`src/rtl/sar_seq_pkg.sv`:
```
package sar_seq_pkg;
  localparam int CTRL_W     = 10;
  localparam int RES_MAX    = 12;
  localparam int A_CTRL     = 0;
  localparam int A_STAT     = 1;
  localparam int A_RESULT   = 2;
  localparam int A_GRP_BASE = 4;

  typedef enum logic [1:0] {
    PH_IDLE   = 2'd0,
    PH_SAMPLE = 2'd1,
    PH_CONV   = 2'd2
  } phase_t;

  typedef struct packed {
    logic       hw_mode;
    logic       ovwr;
    logic       cont;
    logic [1:0] res;
    logic       long_smp;
    logic [1:0] smp;
    logic [1:0] div;
  } ctrl_t;

  localparam logic [CTRL_W-1:0] CTRL_RST = 10'h040;

  function automatic logic [4:0] smp_len(input logic [1:0] code, input logic lng);
    logic [4:0] c5;
    c5 = {3'b000, code};
    return lng ? (5'd12 + (c5 << 2)) : (5'd2 + (c5 << 1));
  endfunction

  function automatic logic [3:0] res_bits(input logic [1:0] code);
    case (code)
      2'd0:    return 4'd8;
      2'd1:    return 4'd10;
      default: return 4'd12;
    endcase
  endfunction
endpackage

```
`src/rtl/sar_clk_div.sv`:
```
module sar_clk_div #(
  parameter int DIV_CODE_W = 2
) (
  input  logic                  clk,
  input  logic                  rst_n,
  input  logic                  run,
  input  logic                  clr,
  input  logic [DIV_CODE_W-1:0] div_code,
  output logic                  tick
);
  localparam int CNT_W = (1 << DIV_CODE_W) - 1;

  logic [CNT_W-1:0] cnt_q, cnt_d, lim;

  assign lim  = CNT_W'((1 << div_code) - 1);
  assign tick = run && (cnt_q == lim);

  always_comb begin
    cnt_d = cnt_q + 1'b1;
    if (clr || !run || tick) cnt_d = '0;
  end

  always_ff @(posedge clk or negedge rst_n) begin
    if (!rst_n) cnt_q <= '0;
    else        cnt_q <= cnt_d;
  end

  // Divider phase starts fresh with every conversion
  assert_div_fresh_R4: assert property (@(posedge clk) disable iff (!rst_n)
    $rose(run) |-> (cnt_q == '0));
endmodule

```
`src/rtl/sar_approx.sv`:
```
module sar_approx #(
  parameter int RES_W = 12,
  parameter int NB_W  = 4
) (
  input  logic             clk,
  input  logic             rst_n,
  input  logic             load,
  input  logic             step,
  input  logic [NB_W-1:0]  nbits,
  input  logic             cmp_in,
  output logic [RES_W-1:0] trial,
  output logic             last,
  output logic [RES_W-1:0] value
);
  localparam int BP_W = $clog2(RES_W);

  logic [RES_W-1:0] acc_q, acc_d, bitv, keep;
  logic [BP_W-1:0]  bp_q, bp_d, lsb_pos;

  assign lsb_pos = BP_W'(RES_W - int'(nbits));
  assign bitv    = {{(RES_W-1){1'b0}}, 1'b1} << bp_q;
  assign trial   = acc_q | bitv;
  assign keep    = cmp_in ? trial : acc_q;
  assign last    = (bp_q == lsb_pos);
  assign value   = keep >> lsb_pos;

  always_comb begin
    acc_d = acc_q;
    bp_d  = bp_q;
    if (load) begin
      acc_d = '0;
      bp_d  = BP_W'(RES_W - 1);
    end else if (step) begin
      acc_d = keep;
      if (!last) bp_d = bp_q - 1'b1;
    end
  end

  always_ff @(posedge clk or negedge rst_n) begin
    if (!rst_n) begin
      acc_q <= '0;
      bp_q  <= '0;
    end else begin
      acc_q <= acc_d;
      bp_q  <= bp_d;
    end
  end

  // First trial after loading is the MSB alone
  assert_msb_first_R5: assert property (@(posedge clk) disable iff (!rst_n)
    load |=> (trial == {1'b1, {(RES_W-1){1'b0}}}));
  // Every non-final decision moves the trial code
  assert_trial_moves_R5: assert property (@(posedge clk) disable iff (!rst_n)
    (step && !last && !load) |=> (trial != $past(trial)));
endmodule

```
`src/rtl/sar_regs.sv`:
```
module sar_regs
  import sar_seq_pkg::*;
#(
  parameter int NGROUPS = 2,
  parameter int CH_W    = 5,
  parameter int ADDR_W  = 4,
  parameter int DATA_W  = 16,
  parameter int RES_W   = 12
) (
  input  logic                          clk,
  input  logic                          rst_n,
  input  logic                          we,
  input  logic                          re,
  input  logic [ADDR_W-1:0]             addr,
  input  logic [DATA_W-1:0]             wdata,
  input  logic                          active,
  input  logic                          unread,
  input  logic [RES_W-1:0]              result,
  output logic [CTRL_W-1:0]             ctrl,
  output logic [NGROUPS-1:0][CH_W-1:0]  chan,
  output logic [NGROUPS-1:0]            grp_wr,
  output logic                          res_rd,
  output logic [DATA_W-1:0]             rdata
);
  logic [CTRL_W-1:0] ctrl_q, ctrl_d;
  logic              ctrl_en;

  assign ctrl_en = we && (addr == ADDR_W'(A_CTRL));
  assign res_rd  = re && (addr == ADDR_W'(A_RESULT));
  assign ctrl    = ctrl_q;

  always_comb begin
    ctrl_d = ctrl_q;
    if (ctrl_en) ctrl_d = wdata[CTRL_W-1:0];
  end

  always_ff @(posedge clk or negedge rst_n) begin
    if (!rst_n) ctrl_q <= CTRL_RST;
    else        ctrl_q <= ctrl_d;
  end

  for (genvar g = 0; g < NGROUPS; g++) begin : g_grp
    logic [CH_W-1:0] ch_q, ch_d;
    assign grp_wr[g] = we && (addr == ADDR_W'(A_GRP_BASE + g));
    always_comb begin
      ch_d = ch_q;
      if (grp_wr[g]) ch_d = wdata[CH_W-1:0];
    end
    always_ff @(posedge clk or negedge rst_n) begin
      if (!rst_n) ch_q <= '0;
      else        ch_q <= ch_d;
    end
    assign chan[g] = ch_q;
  end

  always_comb begin
    rdata = '0;
    if (addr == ADDR_W'(A_CTRL))   rdata = DATA_W'(ctrl_q);
    if (addr == ADDR_W'(A_STAT))   rdata = DATA_W'({unread, active});
    if (addr == ADDR_W'(A_RESULT)) rdata = DATA_W'(result);
    for (int g = 0; g < NGROUPS; g++) begin
      if (addr == ADDR_W'(A_GRP_BASE + g)) rdata = DATA_W'(chan[g]);
    end
  end

  // Control write lands whole in the control register
  assert_ctrl_write_R1: assert property (@(posedge clk) disable iff (!rst_n)
    ctrl_en |=> (ctrl_q == $past(wdata[CTRL_W-1:0])));
endmodule

```
`src/rtl/sar_sequencer.sv`:
```
module sar_sequencer
  import sar_seq_pkg::*;
#(
  parameter int NGROUPS = 2,
  parameter int CH_W    = 5,
  parameter int ADDR_W  = 4,
  parameter int DATA_W  = 16
) (
  input  logic              clk,
  input  logic              rst_n,
  input  logic              reg_we,
  input  logic              reg_re,
  input  logic [ADDR_W-1:0] reg_addr,
  input  logic [DATA_W-1:0] reg_wdata,
  output logic [DATA_W-1:0] reg_rdata,
  input  logic              hw_trig,
  input  logic              cmp_in,
  output logic [RES_MAX-1:0] dac_code,
  output logic [CH_W-1:0]   chan_sel,
  output logic              smp_on,
  output logic [RES_MAX-1:0] result,
  output logic              done
);
  localparam int GW = (NGROUPS > 1) ? $clog2(NGROUPS) : 1;

  phase_t                      ph_q, ph_d;
  logic [4:0]                  smp_q, smp_d, slen;
  logic [GW-1:0]               grp_q, grp_d, nxt_q, nxt_d;
  logic [RES_MAX-1:0]          res_q, res_d;
  logic                        unread_q, unread_d, done_q, done_d;
  logic                        trig_q;
  logic [CTRL_W-1:0]           ctrl_raw;
  ctrl_t                       ctrl;
  logic [NGROUPS-1:0][CH_W-1:0] chan;
  logic [NGROUPS-1:0]          grp_wr;
  logic                        res_rd, tick, trig_rise, sw_go, hw_go, abort_hit;
  logic                        ld, cap, last;
  logic [RES_MAX-1:0]          trial, value;

  sar_regs #(
    .NGROUPS(NGROUPS), .CH_W(CH_W), .ADDR_W(ADDR_W), .DATA_W(DATA_W), .RES_W(RES_MAX)
  ) u_regs (
    .clk(clk), .rst_n(rst_n), .we(reg_we), .re(reg_re), .addr(reg_addr),
    .wdata(reg_wdata), .active(ph_q != PH_IDLE), .unread(unread_q), .result(res_q),
    .ctrl(ctrl_raw), .chan(chan), .grp_wr(grp_wr), .res_rd(res_rd), .rdata(reg_rdata)
  );

  assign ctrl      = ctrl_t'(ctrl_raw);
  assign slen      = smp_len(ctrl.smp, ctrl.long_smp);
  assign trig_rise = hw_trig && !trig_q;
  assign sw_go     = !ctrl.hw_mode && grp_wr[0];
  assign hw_go     = ctrl.hw_mode && trig_rise && (ph_q == PH_IDLE);
  assign abort_hit = (ph_q != PH_IDLE) && grp_wr[grp_q];

  sar_clk_div #(.DIV_CODE_W(2)) u_div (
    .clk(clk), .rst_n(rst_n), .run(ph_q != PH_IDLE), .clr(sw_go || hw_go),
    .div_code(ctrl.div), .tick(tick)
  );

  sar_approx #(.RES_W(RES_MAX), .NB_W(4)) u_sar (
    .clk(clk), .rst_n(rst_n), .load(ld), .step(tick && (ph_q == PH_CONV) && !sw_go && !abort_hit),
    .nbits(res_bits(ctrl.res)), .cmp_in(cmp_in), .trial(trial), .last(last), .value(value)
  );

  always_comb begin
    ph_d   = ph_q;
    smp_d  = smp_q;
    grp_d  = grp_q;
    nxt_d  = nxt_q;
    done_d = 1'b0;
    ld     = 1'b0;
    cap    = 1'b0;
    if (sw_go) begin
      ph_d  = PH_SAMPLE;
      smp_d = '0;
      grp_d = '0;
    end else if (hw_go) begin
      ph_d  = PH_SAMPLE;
      smp_d = '0;
      grp_d = nxt_q;
      nxt_d = (nxt_q == GW'(NGROUPS - 1)) ? '0 : nxt_q + 1'b1;
    end else if (abort_hit) begin
      ph_d = PH_IDLE;
    end else if (tick) begin
      case (ph_q)
        PH_SAMPLE: begin
          if (smp_q == slen - 5'd1) begin
            ph_d = PH_CONV;
            ld   = 1'b1;
          end else begin
            smp_d = smp_q + 5'd1;
          end
        end
        PH_CONV: begin
          if (last) begin
            cap    = 1'b1;
            done_d = 1'b1;
            smp_d  = '0;
            ph_d   = ctrl.cont ? PH_SAMPLE : PH_IDLE;
          end
        end
        default: ph_d = PH_IDLE;
      endcase
    end
  end

  always_comb begin
    res_d = res_q;
    if (cap && (!unread_q || ctrl.ovwr)) res_d = value;
    unread_d = unread_q;
    if (res_rd) unread_d = 1'b0;
    if (cap)    unread_d = 1'b1;
  end

  always_ff @(posedge clk or negedge rst_n) begin
    if (!rst_n) begin
      ph_q     <= PH_IDLE;
      smp_q    <= '0;
      grp_q    <= '0;
      nxt_q    <= '0;
      res_q    <= '0;
      unread_q <= 1'b0;
      done_q   <= 1'b0;
      trig_q   <= 1'b0;
    end else begin
      ph_q     <= ph_d;
      smp_q    <= smp_d;
      grp_q    <= grp_d;
      nxt_q    <= nxt_d;
      res_q    <= res_d;
      unread_q <= unread_d;
      done_q   <= done_d;
      trig_q   <= hw_trig;
    end
  end

  assign dac_code = (ph_q == PH_CONV) ? trial : '0;
  assign chan_sel = chan[grp_q];
  assign smp_on   = (ph_q == PH_SAMPLE);
  assign result   = res_q;
  assign done     = done_q;

  // Done is a single-cycle strobe
  assert_done_single_R2: assert property (@(posedge clk) disable iff (!rst_n)
    done_q |=> !done_q);
  // Approximation is only entered from the sample phase
  assert_conv_after_sample_R3: assert property (@(posedge clk) disable iff (!rst_n)
    (ph_q == PH_CONV && $past(ph_q) != PH_CONV) |-> ($past(ph_q) == PH_SAMPLE));
  // Abort leaves the converter idle with no strobe
  assert_abort_quiet_R8: assert property (@(posedge clk) disable iff (!rst_n)
    (abort_hit && !sw_go) |=> (ph_q == PH_IDLE && !done_q));
  // Unread result is protected without overwrite
  assert_keep_unread_R10: assert property (@(posedge clk) disable iff (!rst_n)
    (cap && unread_q && !ctrl.ovwr) |=> $stable(res_q));
  // Trigger while busy does not move the active group
  assert_busy_trig_R7: assert property (@(posedge clk) disable iff (!rst_n)
    (ctrl.hw_mode && trig_rise && ph_q != PH_IDLE) |=> (grp_q == $past(grp_q)));
endmodule

```
`config.mk`:
```
export PLATFORM = sky130hd
export DESIGN_NAME = sar_sequencer
export DESIGN_NICKNAME = d
export VERILOG_FILES = /design/src/rtl/sar_seq_pkg.sv /design/src/rtl/sar_clk_div.sv /design/src/rtl/sar_approx.sv /design/src/rtl/sar_regs.sv /design/src/rtl/sar_sequencer.sv
export SDC_FILE = /design/constraint.sdc
export NUM_CORES = 1
export LEC_CHECK = 0
export ABC_AREA = 1
export CAP_MARGIN = 30
export CELL_PAD_IN_SITES_DETAIL_PLACEMENT = 1
export CELL_PAD_IN_SITES_GLOBAL_PLACEMENT = 1
export CORE_UTILIZATION = 40
export DETAILED_ROUTE_END_ITERATION = 8
export PLACE_DENSITY_LB_ADDON = 0.05
export REMOVE_ABC_BUFFERS = 1
export SYNTH_ARGS = -nofsm -noshare
export SYNTH_HDL_FRONTEND = slang
export SYNTH_SLANG_ARGS = --single-unit
```
`constraint.sdc`:
```
create_clock -name clk -period 3.5 [get_ports clk]
set_clock_uncertainty 0.2 [all_clocks]
set_input_delay 0.7 -clock clk [delete_from_list [all_inputs] [get_ports clk]]
set_output_delay 0.7 -clock clk [all_outputs]
set_load 0.03 [all_outputs]
```
==> impl_metrics.env, run 1 <==
export IMPL_status="complete, no violations"
export IMPL_fin_crit_ns=3.34
export IMPL_critical_path_top_delay_family="buffers and inverters"
export IMPL_cts_root_buffer="clkbuf_8"
export IMPL_hp_class="reg2reg"
export IMPL_firstDrtPassIters=4
export IMPL_cts_buffer_depth=2
export IMPL_max_slew_margin_rel_pct=44.3
export IMPL_antennaDiodeCount=0
export IMPL_fin_nets=631
export IMPL_vias=3751
export IMPL_synthCells=532
export IMPL_critPathMaxFanout=13
export IMPL_critPathKind="reg2out"
export IMPL_stdcell_area_mm2=0.00483
export IMPL_seq_area_frac_synth_pct=40.0
export IMPL_layout_common_cells="nand2_1, inv_1, dfrtp_1"
export IMPL_critical_path_buf_inv_count=4
export IMPL_worstMarginPinSlew_ns=0.835
export IMPL_die_h_um=101
export IMPL_die_x_um=101
export IMPL_final_common_cell="nand2_1"
export IMPL_ys_warnings_count=0
export IMPL_path_clk_slew_ns=0.07
export IMPL_synth_seq_cells=63
export IMPL_cp_start_kind="flop"
export IMPL_holdWs_ns=0.296
export IMPL_clk_latency_ns=0.36
export IMPL_htreeDepth=3
export IMPL_antenna_found_initial=0
export IMPL_vias_per_cell=5.15
export IMPL_finalSetupViolations=0
export IMPL_rsz0062_at_grt="no"
export IMPL_fp_row_count=35
export IMPL_cts_tree="built"
export IMPL_place_area_mm2=0.00460
export IMPL_netlist_area_mm2=0.00395
export IMPL_drtIter0Drc=103
export IMPL_power_density_mw_per_mm2=519
export IMPL_grt_pass1_wl_um=19000
export IMPL_dieArea_mm2=0.0103
export IMPL_drv_slew=0
export IMPL_num_fill_cells=1201
export IMPL_wl_per_cell_um=15.9
export IMPL_cts_buffers=9
export IMPL_synth_enable_flop_cells=0
export IMPL_ys_flop_type="dfrtp_1"
export IMPL_cap_viol_max_count=0
export IMPL_ant_nets=0
export IMPL_max_freq_ghz=0.299
export IMPL_critPathSlowestCell="clkdlybuf4s50_1"
export IMPL_hpwl_um=8660
export IMPL_ir_drop_mv=0.200
export IMPL_initial_core_util_pct=41.9
export IMPL_area_growth_pct=22.4
export IMPL_gp_congestion=0.787
export IMPL_drive_above_1_share_pct=12.5
export IMPL_async_flop_share_pct=100
export IMPL_drc=0
export IMPL_end_kind="primary output"
export IMPL_core_mm2=0.00942
export IMPL_grt_util_all_layers_pct=24.5
export IMPL_portBuffers=62
export IMPL_yosysUniqueCellTypes=46
export IMPL_overflow=0
export IMPL_p_leak_nw=2.39
export IMPL_critPathRequiredTime_ns=2.60
export IMPL_crit_arrival_ns=2.44
export IMPL_ios=73
export IMPL_wl_um=11600
export IMPL_crit_chain="inv_1 -> ha_1 -> clkinvlp_4 -> buf_4 -> a21oi_1 -> clkdlybuf4s50_1"
export IMPL_cp_slowest_stage_delay_ns=0.72
export IMPL_grt_pass1_vias=3861
export IMPL_hold_viol=0
export IMPL_setup_tns_ns=0
export IMPL_synth_avg_cell_area_um2=7.42
export IMPL_grt_max_degree=64
export IMPL_finalCritPeriodShare_pct=95.5
export IMPL_cts_sinks=63
synth_stat cells, types with 4 or more instances:
cell type | count | area, um2
nand4_1 | 4 | 25.0
buf_4 | 6 | 45.0
buf_2 | 4 | 20.0
o21ai_0 | 40 | 200
buf_6 | 4 | 45.0
o211ai_1 | 4 | 30.0
nand2_1 | 148 | 556
clkbuf_1 | 5 | 18.8
inv_1 | 80 | 300
a21oi_1 | 35 | 175
nor2_2 | 7 | 43.8
o21ai_2 | 8 | 70.1
ha_1 | 10 | 125
dfrtp_1 | 62 | 1550
nand3_1 | 43 | 215
nor2_1 | 25 | 93.8
nand2_4 | 5 | 56.3
repair_timing:
action | in CTS | in global routing
endpoints found under the setup margin | 0 | 1
resized for setup | 0 | 1
setup buffers | 0 | 2
hold buffers | 0 | 0
kinds of logic (layout without fill, tap and decap cells):
logic type	after synthesis	count (layout)	synth area share (%)
xor gates and xnor gates	3	3	0.666
buffers and inverters	106	171	12.0
and+or+nand+nor	245	245	28.6
DFF	63	63	40.0
other	1	4	0.0950
AOI/OAI and AO/OA	103	103	15.2
adders and majority gates	10	10	3.17
muxes	1	1	0.285
worst reg2reg max path, delay by kind of cell (launching register included):
family,cells,cell delay [ns]
flip-flops,1,0.38
AND/OR/NAND/NOR,6,0.92
adder cells (fa/ha/maj),1,0.22
AO/OA/AOI/OAI,1,0.25
buffers and inverters,3,0.30
per-stage QoR:
step | utilization, % | worst slack [ns] | cells | power (mW)
2_1_floorplan | - | 0.470 | 515 | 1.51
3_3_place_gp | 48.9 | 0.332 | 711 | 1.77
3_5_place_dp | 48.9 | 0.239 | 711 | 1.80
4_1_cts | 51.1 | 0.0729 | 727 | 2.54
5_1_grt | 51.3 | 0.0420 | 729 | 2.68
6_report | 51.3 | 0.159 | 729 | 2.51
metal layers:
| layer | routed length, um | vias to the layer above | share of wire, % | track usage [%] |
|---|---|---|---|---|
| met4 | 193 | 0 | 1.7 | 7.80 |
| met1 | 5170 | 1853 | 45 | 29.8 |
| met2 | 5890 | 63 | 51 | 43.6 |
| met5 | 0 | - | 0 | 0 |
| met3 | 326 | 16 | 2.8 | 4.69 |
| li1 | - | 1819 | - | - |
worst paths after layout:
path | depth (start not counted) | slack, ns | end | from
min in group asynchronous | 2 | 0.34 | u_regs.g_grp[1].ch_q[0]$_DFFE_PN0N_ | rst_n
setup / recovery | 6 | 0.16 | dac_code[8] | ph_q[0]$_DFFE_PN0P_
max in group asynchronous | 2 | 2.22 | u_sar.acc_q[7]$_DFFE_PN0P_ | rst_n
hold / removal | 2 | 0.30 | u_regs.g_grp[0].ch_q[0]$_DFFE_PN0N_ | u_regs.g_grp[0].ch_q[0]$_DFFE_PN0N_
setup reg to reg | 11 | 1.18 | u_sar.acc_q[4]$_DFFE_PN0P_ | ph_q[0]$_DFFE_PN0P_
hold reg to reg | 2 | 0.30 | u_regs.g_grp[0].ch_q[0]$_DFFE_PN0N_ | u_regs.g_grp[0].ch_q[0]$_DFFE_PN0N_
cell type report:
type                    count  area [um2]  share of cell area [%]
multi-input cells         366        1910                    39.5
flip-flops and latches     63        1580                    32.6
repair buffers             69         638                    13.2
inverters                  86         333                    6.89
well taps                 129         161                    3.34
clock buffers              12         145                    3.00
clock inverters             4        70.1                    1.45
flip-flops by register name, indices dropped and copies added (netlist names), 2 cells and up:
register	count
ph_q	2
smp_q	5
u_div.cnt_q	3
u_sar.bp_q	4
result	12
u_sar.acc_q	12
u_regs.ctrl	10
u_regs.g_grp.ch_q	10
power by group:
group | switching [mW] | internal (mW)
clock | 0.299 | 0.419
combinational | 0.561 | 0.284
sequential | 0.120 | 0.827
total | 0.980 | 1.53
Note: power is estimated with default switching activity, not from simulation.
==> inputs of run 2 (changes only) <==
- CORE_UTILIZATION: 40 -> 41
- SKIP_LAST_GASP: default -> 1
==> run 2 against run 1 <==
Compared with the run above: final cell count rose by 0.27%; critical endpoint is now dac_code[9]; worst hold slack got worse by 0.13 ns; utilization rose by 1.1 points; critical path type unchanged; combinational power rose by 0.7%; power rose by 1.8%; worst setup slack improved by 0.016 ns; register-to-register slack barely moved; sequential power barely moved; non-clock buffer count rose by 2; cell area rose by 0.65%.
==> impl_metrics.env, run 2 (synthesis gave the netlist of run 1 again) <==
export IMPL_grt_pass1_wl_um=19600
export IMPL_die_x_um=100
export IMPL_cts_sinks=63
export IMPL_hpwl_um=8730
export IMPL_area_growth_pct=23.2
export IMPL_grt_util_all_layers_pct=25.4
export IMPL_cts_buffers=9
export IMPL_path_clk_slew_ns=0.08
export IMPL_finalSetupViolations=0
export IMPL_finalCritPeriodShare_pct=95.0
export IMPL_critPathRequiredTime_ns=2.60
export IMPL_drive_above_1_share_pct=13.1
export IMPL_cap_viol_max_count=0
export IMPL_critPathMaxFanout=13
export IMPL_grt_use_met3_pct=4.53
export IMPL_crit_chain="inv_1 -> ha_1 -> clkinvlp_4 -> buf_4 -> a21oi_1 -> clkdlybuf4s50_1"
export IMPL_antenna_found_initial=0
export IMPL_max_freq_ghz=0.301
export IMPL_ant_nets=0
export IMPL_critPathKind="reg2out"
export IMPL_overflow=0
export IMPL_initial_core_util_pct=42.5
export IMPL_fp_row_count=35
export IMPL_hold_viol=0
export IMPL_wl_per_cell_um=16.1
export IMPL_setup_tns_ns=0
export IMPL_cp_slowest_stage_delay_ns=0.71
export IMPL_clk_latency_ns=0.35
export IMPL_met2_usage_pct=45.8
export IMPL_grt_max_degree=35
export IMPL_end_kind="primary output"
export IMPL_p_leak_nw=2.40
export IMPL_cts_root_buffer="clkbuf_8"
export IMPL_drv_slew=0
export IMPL_die_h_um=100
export IMPL_antennaDiodeCount=0
export IMPL_status="complete, no violations"
export IMPL_gp_congestion=0.818
export IMPL_ctsHoldBuffers=0
export IMPL_layout_common_cells="nand2_1, inv_1, dfrtp_1"
export IMPL_cts_tree="built"
export IMPL_firstDrtPassIters=5
export IMPL_grt_pass1_vias=4001
export IMPL_holdWs_ns=0.171
export IMPL_dieArea_mm2=0.0100
export IMPL_vias_per_cell=5.14
export IMPL_critPathSlowestCell="clkdlybuf4s50_1"
export IMPL_hp_class="in2async"
export IMPL_ios=73
export IMPL_busiest_layer="met2"
export IMPL_cts_buffer_depth=2
export IMPL_htreeDepth=3
export IMPL_fin_crit_ns=3.33
export IMPL_rsz0062_at_grt="no"
export IMPL_vias=3760
export IMPL_portBuffers=62
export IMPL_drc=0
export IMPL_final_common_cell="nand2_1"
export IMPL_cp_start_kind="flop"
export IMPL_drtIter0Drc=78
export IMPL_ir_drop_mv=0.222
export IMPL_core_mm2=0.00928
export IMPL_power_density_mw_per_mm2=525
export IMPL_wl_um=11800
export IMPL_fin_nets=633
export IMPL_globalRouteMet1Util_pct=30.5
export IMPL_crit_arrival_ns=2.43
export IMPL_max_slew_margin_rel_pct=64.0
export IMPL_worstMarginPinSlew_ns=0.534
[run 2: timing repair]
| item | in CTS | in global routing |
|---|---|---|
| gates resized for setup | 0 | 1 |
| setup buffers | 0 | 2 |
| endpoints found under the setup margin | 0 | 3 |
[run 2: final cells by class]
cell class / count / area [um2]
inverters: 86 / 333
multi-input cells: 366 / 1910
flip-flops and latches: 63 / 1580
clock buffers: 11 / 151
fillers: 1204 / 4420
repair buffers: 71 / 653
clock inverters: 5 / 80.1
well taps: 129 / 161
[run 2: metrics by stage]
stage                     util [%]  cells  cell area, um2  worst slack, ns  power (mW)
after global placement        49.7    713            4610            0.338        1.77
after CTS                     52.2    729            4850           0.0829        2.57
final                         52.4    731            4860            0.174        2.55
after global routing          52.4    731            4860           0.0552        2.72
after detailed placement      49.7    713            4610            0.311        1.81
after floorplan                  -    515            3810            0.470        1.51
[run 2: critical path, delay by kind of cell (launching register included)]
kind                     cells  cell delay, ns
adder cells (fa/ha/maj)      1            0.33
flip-flops                   1            0.40
AO/OA/AOI/OAI                1            0.20
buffers and inverters        4            1.12
[run 2: power breakdown]
group | switching (mW) | internal (mW)
Sequential | 0.122 | 0.826
Clock | 0.317 | 0.439
Combinational | 0.567 | 0.285
Total | 1.00 | 1.55
[run 2: worst paths after layout]
path	from	end	slack, ns	cells after the start
worst max-delay path	ph_q[0]$_DFFE_PN0P_	dac_code[9]	0.17	6
worst min-delay path	rst_n	u_regs.g_grp[0].ch_q[0]$_DFFE_PN0N_	0.17	2
worst max register to register	ph_q[0]$_DFFE_PN0P_	u_sar.acc_q[9]$_DFFE_PN0P_	1.19	11
worst min register to register	result[8]$_DFFE_PN0P_	result[8]$_DFFE_PN0P_	0.31	2
max in group asynchronous	rst_n	u_sar.acc_q[8]$_DFFE_PN0P_	2.56	2
min in group clk	result[8]$_DFFE_PN0P_	result[8]$_DFFE_PN0P_	0.31	2
[run 2: metal layers]
| layer | routed length, um | vias to the layer above |
|---|---|---|
| li1 | - | 1823 |
| met1 | 5090 | 1856 |
| met2 | 6130 | 69 |
| met3 | 384 | 12 |
| met4 | 174 | 0 |
| met5 | 0 | - |
